$ cat src/rtl/dcc_pkg.sv
package dcc_pkg;

    typedef enum logic [2:0] {
        ST_INIT = 3'd0,
        ST_IDLE = 3'd1,
        ST_ROW  = 3'd2,
        ST_ACT  = 3'd3,
        ST_PRE  = 3'd4
    } seq_st_e;

    typedef enum logic [1:0] {
        K_RD  = 2'd0,
        K_WR  = 2'd1,
        K_RMW = 2'd2
    } cyc_kind_e;

    localparam logic [1:0] OP_XOR = 2'd0;
    localparam logic [1:0] OP_OR  = 2'd1;
    localparam logic [1:0] OP_AND = 2'd2;
    localparam logic [1:0] OP_SET = 2'd3;

    // read-modify-write step positions, counted from the first RAS-low cycle
    localparam int RMW_CAS_AT = 2;
    localparam int RMW_CAP_AT = 3;
    localparam int RMW_DRV_AT = 5;
    localparam int RMW_WE_AT  = 6;
    localparam int RMW_LAST   = 6;

endpackage

$ cat src/rtl/dcc_modify.sv
module dcc_modify #(
    parameter int DQ_W = 4
) (
    input  logic [DQ_W-1:0] old_val,
    input  logic [DQ_W-1:0] operand,
    input  logic [1:0]      op,
    output logic [DQ_W-1:0] new_val
);
    import dcc_pkg::*;

    always_comb begin
        case (op)
            OP_XOR:  new_val = old_val ^ operand;
            OP_OR:   new_val = old_val | operand;
            OP_AND:  new_val = old_val & operand;
            default: new_val = operand;
        endcase
    end

endmodule

$ cat src/rtl/dcc_seq.sv
module dcc_seq #(
    parameter int A_W      = 8,
    parameter int MAXB     = 4,
    parameter int INIT_CYC = 2,
    localparam int BEAT_W  = (MAXB > 1) ? $clog2(MAXB) : 1,
    localparam int BCNT_W  = $clog2(MAXB + 1),
    localparam int STEP_W  = $clog2(2 * MAXB + 8),
    localparam int INIT_W  = $clog2(INIT_CYC + 1)
) (
    input  logic                  clk,
    input  logic                  rst_n,
    input  logic                  req_valid,
    input  logic [1:0]            req_kind,
    input  logic [A_W-1:0]        req_row,
    input  logic [MAXB*A_W-1:0]   req_cols,
    input  logic [BCNT_W-1:0]     req_beats,
    output logic                  req_ready,
    output logic                  accept,
    output logic                  ras_n,
    output logic                  cas_n,
    output logic                  we_n,
    output logic                  oe_n,
    output logic [A_W-1:0]        addr,
    output logic                  dq_oe,
    output logic [BEAT_W-1:0]     beat,
    output logic                  rmw_sel,
    output logic                  cap_rd,
    output logic                  cap_rmw
);
    import dcc_pkg::*;

    typedef struct packed {
        seq_st_e             st;
        logic [INIT_W-1:0]   cnt;
        logic [STEP_W-1:0]   step;
        logic [STEP_W-1:0]   last;
        cyc_kind_e           kind;
        logic [A_W-1:0]      row;
        logic [MAXB*A_W-1:0] cols;
        logic                ras;
        logic                cas;
        logic                we;
        logic                oe;
        logic [A_W-1:0]      addr;
        logic                dqoe;
        logic [BEAT_W-1:0]   beat;
        logic                rmw;
    } seq_t;

    seq_t q, n;
    logic [BCNT_W-1:0] beats_eff;
    logic [BEAT_W-1:0] kb;
    logic              kind_rmw;

    assign req_ready = (q.st == ST_IDLE) || (q.st == ST_PRE);
    assign accept    = req_ready && req_valid;

    always_comb begin
        n  = q;
        kb = '0;
        beats_eff = req_beats;
        if (req_beats == '0)
            beats_eff = BCNT_W'(1);
        else if (req_beats > BCNT_W'(MAXB))
            beats_eff = BCNT_W'(MAXB);

        // state advance
        case (q.st)
            ST_INIT: begin
                if (q.cnt == INIT_W'(INIT_CYC - 1))
                    n.st = ST_IDLE;
                else
                    n.cnt = q.cnt + 1'b1;
            end
            ST_IDLE, ST_PRE: begin
                if (req_valid) begin
                    n.st   = ST_ROW;
                    n.row  = req_row;
                    n.cols = req_cols;
                    case (req_kind)
                        2'd1:    n.kind = K_WR;
                        2'd2:    n.kind = K_RMW;
                        default: n.kind = K_RD;
                    endcase
                    n.last = (n.kind == K_RMW) ? STEP_W'(RMW_LAST)
                                               : STEP_W'(2 * beats_eff);
                end else begin
                    n.st = ST_IDLE;
                end
            end
            ST_ROW: begin
                n.st   = ST_ACT;
                n.step = '0;
            end
            ST_ACT: begin
                if (q.step == q.last)
                    n.st = ST_PRE;
                else
                    n.step = q.step + 1'b1;
            end
            default: n.st = ST_IDLE;
        endcase

        // strobes for the coming cycle, decoded from the next state
        n.ras  = 1'b1;
        n.cas  = 1'b1;
        n.we   = 1'b1;
        n.oe   = 1'b1;
        n.addr = '0;
        n.dqoe = 1'b0;
        n.beat = '0;
        n.rmw  = 1'b0;
        if (n.st == ST_ROW)
            n.addr = n.row;
        if (n.st == ST_ACT) begin
            n.ras = 1'b0;
            if (n.kind == K_RMW) begin
                n.rmw  = 1'b1;
                n.addr = (n.step == '0) ? n.row : n.cols[A_W-1:0];
                n.cas  = !(n.step >= STEP_W'(RMW_CAS_AT));
                n.oe   = !((n.step == STEP_W'(RMW_CAS_AT)) ||
                           (n.step == STEP_W'(RMW_CAP_AT)));
                n.we   = !(n.step == STEP_W'(RMW_WE_AT));
                n.dqoe = (n.step == STEP_W'(RMW_DRV_AT)) ||
                         (n.step == STEP_W'(RMW_WE_AT));
            end else begin
                if (n.step != '0)
                    kb = BEAT_W'((n.step - 1'b1) >> 1);
                n.addr = (n.step == '0) ? n.row : n.cols[kb*A_W +: A_W];
                n.cas  = !((n.step >= STEP_W'(2)) && !n.step[0]);
                n.beat = kb;
                if (n.kind == K_WR) begin
                    n.we   = 1'b0;
                    n.dqoe = (n.step != '0);
                end else begin
                    n.oe   = 1'b0;
                end
            end
        end
    end

    always_ff @(posedge clk or negedge rst_n) begin
        if (!rst_n) begin
            q     <= '0;
            q.st  <= ST_INIT;
            q.ras <= 1'b1;
            q.cas <= 1'b1;
            q.we  <= 1'b1;
            q.oe  <= 1'b1;
        end else begin
            q <= n;
        end
    end

    assign ras_n    = q.ras;
    assign cas_n    = q.cas;
    assign we_n     = q.we;
    assign oe_n     = q.oe;
    assign addr     = q.addr;
    assign dq_oe    = q.dqoe;
    assign beat     = q.beat;
    assign rmw_sel  = q.rmw;
    assign kind_rmw = (q.kind == K_RMW);
    assign cap_rd   = (q.st == ST_ACT) && (q.kind == K_RD) &&
                      (q.step >= STEP_W'(2)) && !q.step[0];
    assign cap_rmw  = (q.st == ST_ACT) && kind_rmw &&
                      (q.step == STEP_W'(RMW_CAP_AT));

    AST_RAS_LOW_MIN: assert property (@(posedge clk) disable iff (!rst_n)
        $rose(ras_n) |-> (!$past(ras_n, 2) && !$past(ras_n, 3)))
        else $error("RAS low shorter than 3 cycles");
    AST_RAS_PRECHARGE: assert property (@(posedge clk) disable iff (!rst_n)
        $fell(ras_n) |-> $past(ras_n, 2))
        else $error("RAS precharge shorter than 2 cycles");
    AST_CAS_INSIDE_RAS: assert property (@(posedge clk) disable iff (!rst_n)
        !cas_n |-> !ras_n)
        else $error("CAS low while RAS high");
    AST_PAGE_CAS_ONE: assert property (@(posedge clk) disable iff (!rst_n)
        (!cas_n && !kind_rmw) |=> cas_n)
        else $error("page CAS low longer than 1 cycle");
    AST_RMW_CAS_FIVE: assert property (@(posedge clk) disable iff (!rst_n)
        ($rose(cas_n) && kind_rmw) |-> (!$past(cas_n, 5) && $past(cas_n, 6)))
        else $error("RMW CAS low not 5 cycles");
    AST_RMW_WE_DELAY: assert property (@(posedge clk) disable iff (!rst_n)
        ($fell(we_n) && kind_rmw) |-> (!$past(cas_n, 4) && $past(cas_n, 5)))
        else $error("RMW WE not 4 cycles after CAS");
    AST_NO_CONTENTION: assert property (@(posedge clk) disable iff (!rst_n)
        dq_oe |-> oe_n)
        else $error("bus driven while OE low");

endmodule

$ cat src/rtl/dcc_data.sv
module dcc_data #(
    parameter int DQ_W   = 4,
    parameter int MAXB   = 4,
    localparam int BEAT_W = (MAXB > 1) ? $clog2(MAXB) : 1
) (
    input  logic                   clk,
    input  logic                   rst_n,
    input  logic                   accept,
    input  logic [MAXB*DQ_W-1:0]   req_wdata,
    input  logic [1:0]             req_op,
    input  logic                   cap_rd,
    input  logic                   cap_rmw,
    input  logic [BEAT_W-1:0]      beat,
    input  logic                   rmw_sel,
    input  logic [DQ_W-1:0]        dq_i,
    output logic [DQ_W-1:0]        dq_o,
    output logic                   rd_valid,
    output logic [DQ_W-1:0]        rd_data
);
    typedef struct packed {
        logic [MAXB*DQ_W-1:0] wdata;
        logic [1:0]           op;
        logic [DQ_W-1:0]      mod;
        logic                 rv;
        logic [DQ_W-1:0]      rd;
    } dat_t;

    dat_t q, n;
    logic [DQ_W-1:0] mod_y;

    dcc_modify #(.DQ_W(DQ_W)) modify_i (
        .old_val (dq_i),
        .operand (q.wdata[DQ_W-1:0]),
        .op      (q.op),
        .new_val (mod_y)
    );

    always_comb begin
        n    = q;
        n.rv = cap_rd || cap_rmw;
        if (accept) begin
            n.wdata = req_wdata;
            n.op    = req_op;
        end
        if (cap_rd || cap_rmw)
            n.rd = dq_i;
        if (cap_rmw)
            n.mod = mod_y;
    end

    always_ff @(posedge clk or negedge rst_n) begin
        if (!rst_n)
            q <= '0;
        else
            q <= n;
    end

    assign dq_o     = rmw_sel ? q.mod : q.wdata[beat*DQ_W +: DQ_W];
    assign rd_valid = q.rv;
    assign rd_data  = q.rd;

    AST_RV_SINGLE_RMW: assert property (@(posedge clk) disable iff (!rst_n)
        (rd_valid && rmw_sel) |=> !rd_valid)
        else $error("RMW returned more than one nibble");

endmodule

$ cat src/rtl/dram_cycle_ctrl.sv
module dram_cycle_ctrl #(
    parameter int A_W       = 8,
    parameter int DQ_W      = 4,
    parameter int MAX_BEATS = 4,
    parameter int INIT_CYC  = 2,
    localparam int BCNT_W   = $clog2(MAX_BEATS + 1),
    localparam int BEAT_W   = (MAX_BEATS > 1) ? $clog2(MAX_BEATS) : 1
) (
    input  logic                      clk,
    input  logic                      rst_n,
    input  logic                      req_valid,
    output logic                      req_ready,
    input  logic [1:0]                req_kind,
    input  logic [1:0]                req_op,
    input  logic [A_W-1:0]            req_row,
    input  logic [MAX_BEATS*A_W-1:0]  req_cols,
    input  logic [BCNT_W-1:0]         req_beats,
    input  logic [MAX_BEATS*DQ_W-1:0] req_wdata,
    output logic                      rd_valid,
    output logic [DQ_W-1:0]           rd_data,
    output logic [A_W-1:0]            dram_addr,
    output logic                      dram_ras_n,
    output logic                      dram_cas_n,
    output logic                      dram_we_n,
    output logic                      dram_oe_n,
    output logic [DQ_W-1:0]           dram_dq_o,
    output logic                      dram_dq_oe,
    input  logic [DQ_W-1:0]           dram_dq_i
);
    logic              accept;
    logic [BEAT_W-1:0] beat;
    logic              rmw_sel;
    logic              cap_rd;
    logic              cap_rmw;

    dcc_seq #(
        .A_W      (A_W),
        .MAXB     (MAX_BEATS),
        .INIT_CYC (INIT_CYC)
    ) seq_i (
        .clk       (clk),
        .rst_n     (rst_n),
        .req_valid (req_valid),
        .req_kind  (req_kind),
        .req_row   (req_row),
        .req_cols  (req_cols),
        .req_beats (req_beats),
        .req_ready (req_ready),
        .accept    (accept),
        .ras_n     (dram_ras_n),
        .cas_n     (dram_cas_n),
        .we_n      (dram_we_n),
        .oe_n      (dram_oe_n),
        .addr      (dram_addr),
        .dq_oe     (dram_dq_oe),
        .beat      (beat),
        .rmw_sel   (rmw_sel),
        .cap_rd    (cap_rd),
        .cap_rmw   (cap_rmw)
    );

    dcc_data #(
        .DQ_W (DQ_W),
        .MAXB (MAX_BEATS)
    ) data_i (
        .clk       (clk),
        .rst_n     (rst_n),
        .accept    (accept),
        .req_wdata (req_wdata),
        .req_op    (req_op),
        .cap_rd    (cap_rd),
        .cap_rmw   (cap_rmw),
        .beat      (beat),
        .rmw_sel   (rmw_sel),
        .dq_i      (dram_dq_i),
        .dq_o      (dram_dq_o),
        .rd_valid  (rd_valid),
        .rd_data   (rd_data)
    );

    AST_WE_INSIDE_RAS: assert property (@(posedge clk) disable iff (!rst_n)
        !dram_we_n |-> !dram_ras_n)
        else $error("WE low outside a RAS-low period");

endmodule

$ cat config.mk
export PLATFORM = sky130hd
export DESIGN_NAME = dram_cycle_ctrl
export DESIGN_NICKNAME = d
export VERILOG_FILES = /design/src/rtl/dcc_pkg.sv /design/src/rtl/dcc_modify.sv /design/src/rtl/dcc_seq.sv /design/src/rtl/dcc_data.sv /design/src/rtl/dram_cycle_ctrl.sv
export SDC_FILE = /design/constraint.sdc
export NUM_CORES = 1
export LEC_CHECK = 0
export CELL_PAD_IN_SITES_DETAIL_PLACEMENT = 1
export CELL_PAD_IN_SITES_GLOBAL_PLACEMENT = 1
export CORE_MARGIN = 1
export CORE_UTILIZATION = 44
export DETAILED_ROUTE_END_ITERATION = 10
export GPL_TIMING_DRIVEN = 0
export PLACE_DENSITY_LB_ADDON = 0.3
export SLEW_MARGIN = 20
export SYNTH_ARGS = -nofsm -noshare
export SYNTH_HDL_FRONTEND = slang
export SYNTH_SLANG_ARGS = --single-unit
$ cat constraint.sdc
create_clock -name clk -period 5.7 [get_ports clk]
set_input_delay 1.14 -clock clk [delete_from_list [all_inputs] [get_ports clk]]
set_output_delay 1.14 -clock clk [all_outputs]
set_load 0.03 [all_outputs]
-- Word-level counts from Yosys, hierarchy flattened
Cells that the tools add are included.
W data, S select, Z words.
- register bits after elaboration: 98
- latch bits: 0
- memory bits (writable): 0
- ROM bits: 0
- word-level logic and storage cells: 108
- memories: 0
- add/subtract/negate cells: 3
- multipliers: 0
- div/mod/pow operators: 0
- magnitude comparators: 3
- equal/unequal tests: 21
- shifts and indexed selects: 2
- multiplexer cells: 29
- bitwise operators: 4
- reductions and logical operators: 26
- operators by type and width (kind ; number):
    $mux W42 ; 2
    $shiftx A32 B6 Y8 ; 1
    $mux W8 ; 3
    $mux W16 ; 1
    $shiftx A16 B5 Y4 ; 1
    $mux W2 ; 7
    $eq A3 B2 Y1 const B ; 4
    $eq A4 B2 Y1 const B ; 3
    $mux W12 ; 1
    $mux W3 ; 4
    $mux W4 ; 3
    $pmux W3 S4 ; 1
    $pmux W4 S3 ; 1
    $eq A2 B2 Y1 const B ; 5
    $eq A2 B1 Y1 const B ; 4
    $eq A4 B3 Y1 const B ; 2
    $ge A4 B2 Y1 const B ; 2
    $pmux W4 S2 ; 1
    $logic_and A1 B1 Y1 ; 7
    $logic_not A1 Y1 ; 6
    $logic_not A3 Y1 ; 2
    $add A4 B1 Y4 const B ; 1
    $and A4 B4 Y4 ; 1
    $eq A4 B4 Y1 ; 1
    other kinds (16) ; 24

-- Logic depth before layout (Yosys ltp)
- depth after elaboration: 13
- depth in mapped cells: 11
- gate-level depth less buffers: 10

-- Cells and area by module
Synthesis repeated with hierarchy kept, for this count alone.
- cell total of the unflattened synthesis: 472
- area, all modules: 4908.5 um^2
- by module, submodules not included (module ; instances ; cells an instance ; area an instance (um^2) ; seq. area each (um^2)):
    dcc_seq ; 1 ; 359 ; 3455.8 ; 1756.7
    dcc_data ; 1 ; 89 ; 1202.4 ; 675.6
    dcc_modify ; 1 ; 24 ; 250.2 ; 0.0

-- Worst setup path after synthesis
OpenSTA, ideal clock, no wires.
- path type: input port to flip-flop
- start: in req_valid
- end: reg seq_i.q (netlist bit seq_i.addr[0])
- setup time: 0.126 ns
- arrival time: 3.159 ns
- data required time: 5.574 ns
- setup slack: 2.415 ns
- stages: 9
- buffers on the path: 2
- path through: nor2b_1 > and2_1 > buf_2 > buf_2 > mux2i_1 > a21oi_1 > a2111oi_0 > o22ai_1 > a221o_1
- RTL lines (item ; RTL line ; source):
    start, declared ; dram_cycle_ctrl.sv:11 ; input logic req_valid,
    end signal, assigned ; dcc_seq.sv:151 ; q <= n;
    end, declared ; dcc_seq.sv:50 ; seq_t q, n;

==> results.md <==
* Layout cells sized above 1 at 12.7%
* Setup slack after layout at 1.44 ns
* Worst-Margin Slew at 0.819 ns
* Post-synth ARST share at 100%
* Syn Nets at 564
* Remaining DRCs at 0
* RSZ-0062 raised after global routing: false
* Post-synthesis cell count at 483
* Logic pwr share at 56.4%
* Synth cell count leaders: dfrtp_1, nand2_1, inv_1, mux2i_1, nor2_1
* CP cell instances: clkdlybuf4s50_1 -> nor2b_1 -> nand2_2 -> mux2_1 -> clkbuf_1 -> a21oi_1 -> a211oi_1 -> a221o_1
* Crit Reg-Reg Startpoint: seq_i.q[69]
* Vias in the first global route at 4,406
* Post-CTS Setup Inserts at 0
* Crit start category: primary input
* Max Root-Sink Buffers at 2
* Top-Level Pins at 93
* Minimum clock period at 4.26 ns
* Leak at 2.96 nW
* CP top delay family: compound AO/OA/AOI/OAI gates
* Reg-to-reg critical path endpoint: seq_i.addr[2]
* WS Path Type: in -> reg
* WP buf/inv at 2
* Top layer used by detailed routing: met4
* Crit path largest cell delay at 0.64 ns
* Slew Limit Fails at 0
* WL met2 at 7320 um
* Psw at 1.87 mW
* Antenna-violating nets left at 0
* DR pass1 iterations at 4
* Die height at 108 um
* Pre-CTS WS at 1.15 ns
* Largest area contributor in the netlist: dfrtp_1
* Critical-path top delay cell: nor2b_1
* Sw Share at 44.8%
* Iter 0 DRT Violations at 194
* Register-to-register setup slack at 2.25 ns
* DR vias at 3,993
* Die ar. at 11,700 um^2
* Fillcell total at 1,196
* N_diodes at 0
* Worst hold margin at 0.479 ns
* Final nets at 668
* Critical path arrival at 4.48 ns
* P_int at 2.30 mW
* Critical path required time at 5.92 ns
* Port buffer count at 92
* Post_cts resized at 0
* Worst Path Max Fanout at 10
* Wire length on met3 at 507 um
* Rows at 38
* Fmax at 235 MHz
* CP startpoint: req_valid
* Clock-pin slew on the worst setup and hold paths at 0.07 ns
* Top cell type's share of synthesized area at 46.8%
* Yosys warns at 0
* Final Cycle Share at 74.8%
* Final setup fails at 0
* Largest net degree at the start of global routing at 83
* Synth cell types at 53
* Area delta synth->final at 28.3%
* R2R cell count at 8
* Yosys reg bits at 97
* Aggregate global routing overflow at 0
* Via-to-Cell Ratio at 5.47
* Crit path to: seq_i.addr[2]
* Synth area leaders: dfrtp_1, nand2_1, mux2i_1
* Routed wire length at 14,000 um
* Cell Area, Synth at 4970 um^2
* Clock network fraction of design power at 14.3%
* First-pass GRT wire length at 22,900 um
* RD Place Congestion at 0.879
* Maxcap violations at 0
* Critical path depth at 8
* Avg WL per Cell at 19.2 um
* Worst vdd rail ir drop at 0.260 mV
* Worst hold path type: reg -> reg
* Seq/Total Area, Yosys at 48.9%
* Hold-fix buffers, CTS at 0
* Hold Fails Final Rpt at 0
* CTS Sinks at 97
* Clock Skews at 0.00851 ns
* Starting Density at 45.5%
* Most used standard cell by instance count after synthesis: dfrtp_1
* HPWL after DPL at 10,400 um
* Horiz. Die Dim at 108 um
* CTS tree: built
* GR Util All Layers at 26.2%
* Length of routed wiring on met1 at 5940 um
* Synth Flop Type: dfrtp_1
* Seq pwr share at 29.3%
* Initial antenna violation count at 0
* Slew headroom at 44.7%
* Mean post-synth cell area at 10.3 um^2
* Power density cells at 654 nW/um^2
* Core area at 10,900 um^2
* Number of synthesized flops with an enable pin at 0
* Clock Tree Root: clkbuf_16
* Num CTS Buffers at 9
* Clk Latency, worst-skew pair at 0.35 ns
* Outcome: complete, no violations
* Htree depth at 3
* CP endpoint kind: flop
==> through the flow <==
step | area, um^2 | cells | power (mW) | setup TNS, ns | utilization [%]
6_report | 6380 | 730 | 4.17 | 0 | 58.4
5_1_grt | 6380 | 730 | 4.45 | 0 | 58.4
4_1_cts | 6380 | 730 | 4.18 | 0 | 58.4
3_5_place_dp | 6100 | 716 | 3.55 | 0 | 55.8
3_3_place_gp | 6070 | 715 | 3.40 | -3.38 | 55.5
2_1_floorplan | 4970 | 483 | 2.78 | 0 | -
==> routing by layer <==
layer | global-route usage (%) | up-vias
met5 | 0 | -
met4 | 8.88 | 0
met3 | 3.50 | 20
met2 | 46.8 | 96
met1 | 32.7 | 2008
li1 | - | 1869
==> power groups by stage <==
stage	clock network [mW]	logic, mW	registers, mW
2_1_floorplan	0	1.59	1.19
3_3_place_gp	0	2.20	1.20
3_5_place_dp	0	2.32	1.23
4_1_cts	0.606	2.36	1.22
5_1_grt	0.634	2.55	1.26
6_report	0.597	2.35	1.22
==> state kept, by name (all words and copies together), names as in the netlist <==
| register | count |
|---|---|
| seq_i.ras_n | 1 |
| seq_i.addr | 8 |
| data_i.q | 22 |
| seq_i.we_n | 1 |
| data_i.rd_data | 4 |
| data_i.rd_valid | 1 |
| seq_i.beat | 2 |
| seq_i.q | 54 |
| seq_i.cas_n | 1 |
| seq_i.rmw_sel | 1 |
| seq_i.oe_n | 1 |
| seq_i.dq_oe | 1 |
==> worst register-to-register path: stages (launching register included) <==
cell and delay (ns):
dfrtp_1 0.36, buf_2 0.17, nor2b_1 0.61, nand2_2 0.22, mux2_1 0.43, clkbuf_1 0.27, a21oi_1 0.64, a211oi_1 0.24
a221o_1 0.38
==> final cells by class <==
cell class / instances / area (um^2) / area share (%)
timing repair buffer: 93 / 950 / 14.9
multi-input combinational: 310 / 2190 / 34.4
tap: 140 / 175 / 2.75
sequential: 97 / 2430 / 38.1
clock inverter: 5 / 58.8 / 0.922
buffer: 33 / 184 / 2.88
clock buffer: 9 / 225 / 3.53
inverter: 43 / 164 / 2.57
==> cell families (layout without fill, tap and decap cells) <==
family                     Yosys count  count (layout)  synth area share [%]
xor gates and xnor gates             5               5                  1.03
adders and majority gates           11              11                  2.77
and+or+nand+nor                    156             156                  14.5
muxes                               55              55                  13.5
buffers and inverters               76             183                  7.00
DFF                                 97              97                  48.9
AOI/OAI and AO/OA                   83              83                  12.3
==> cells in the final DEF (no fill, tap or decap), types with 2 or more instances in the layout <==
master	instances
a2111oi_0	7
a211oi_1	11
a21o_1	10
a21oi_1	15
a221o_1	7
a31oi_1	6
and3_1	8
buf_1	2
buf_2	9
buf_4	13
clkbuf_1	9
clkbuf_16	9
clkdlybuf4s50_1	91
clkinvlp_4	2
dfrtp_1	93
dfstp_2	4
ha_1	11
inv_1	41
mux2_2	14
mux2i_1	32
mux4_2	8
nand2_1	86
nand2b_1	3
nand3_1	9
nor2_1	22
nor2b_1	5
nor3_1	6
nor3b_1	2
nor4_1	3
o21ai_0	11
o21ai_1	2
o22ai_1	7
xor2_1	4
==> how the worst min path moves through the flow <==
stage / from / to / slack (ns) / depth (start not counted)
after floorplan: data_i.q[17] / data_i.q[17] / 0.44 / 2
after global placement: seq_i.q[21] / seq_i.q[21] / 0.45 / 2
after detailed placement: seq_i.q[16] / seq_i.q[16] / 0.46 / 2
after CTS: seq_i.q[16] / seq_i.q[16] / 0.48 / 2
after global routing: seq_i.q[66] / seq_i.q[66] / 0.50 / 1
final: seq_i.q[16] / seq_i.q[16] / 0.48 / 2
(Power assumes the default switching activity.)
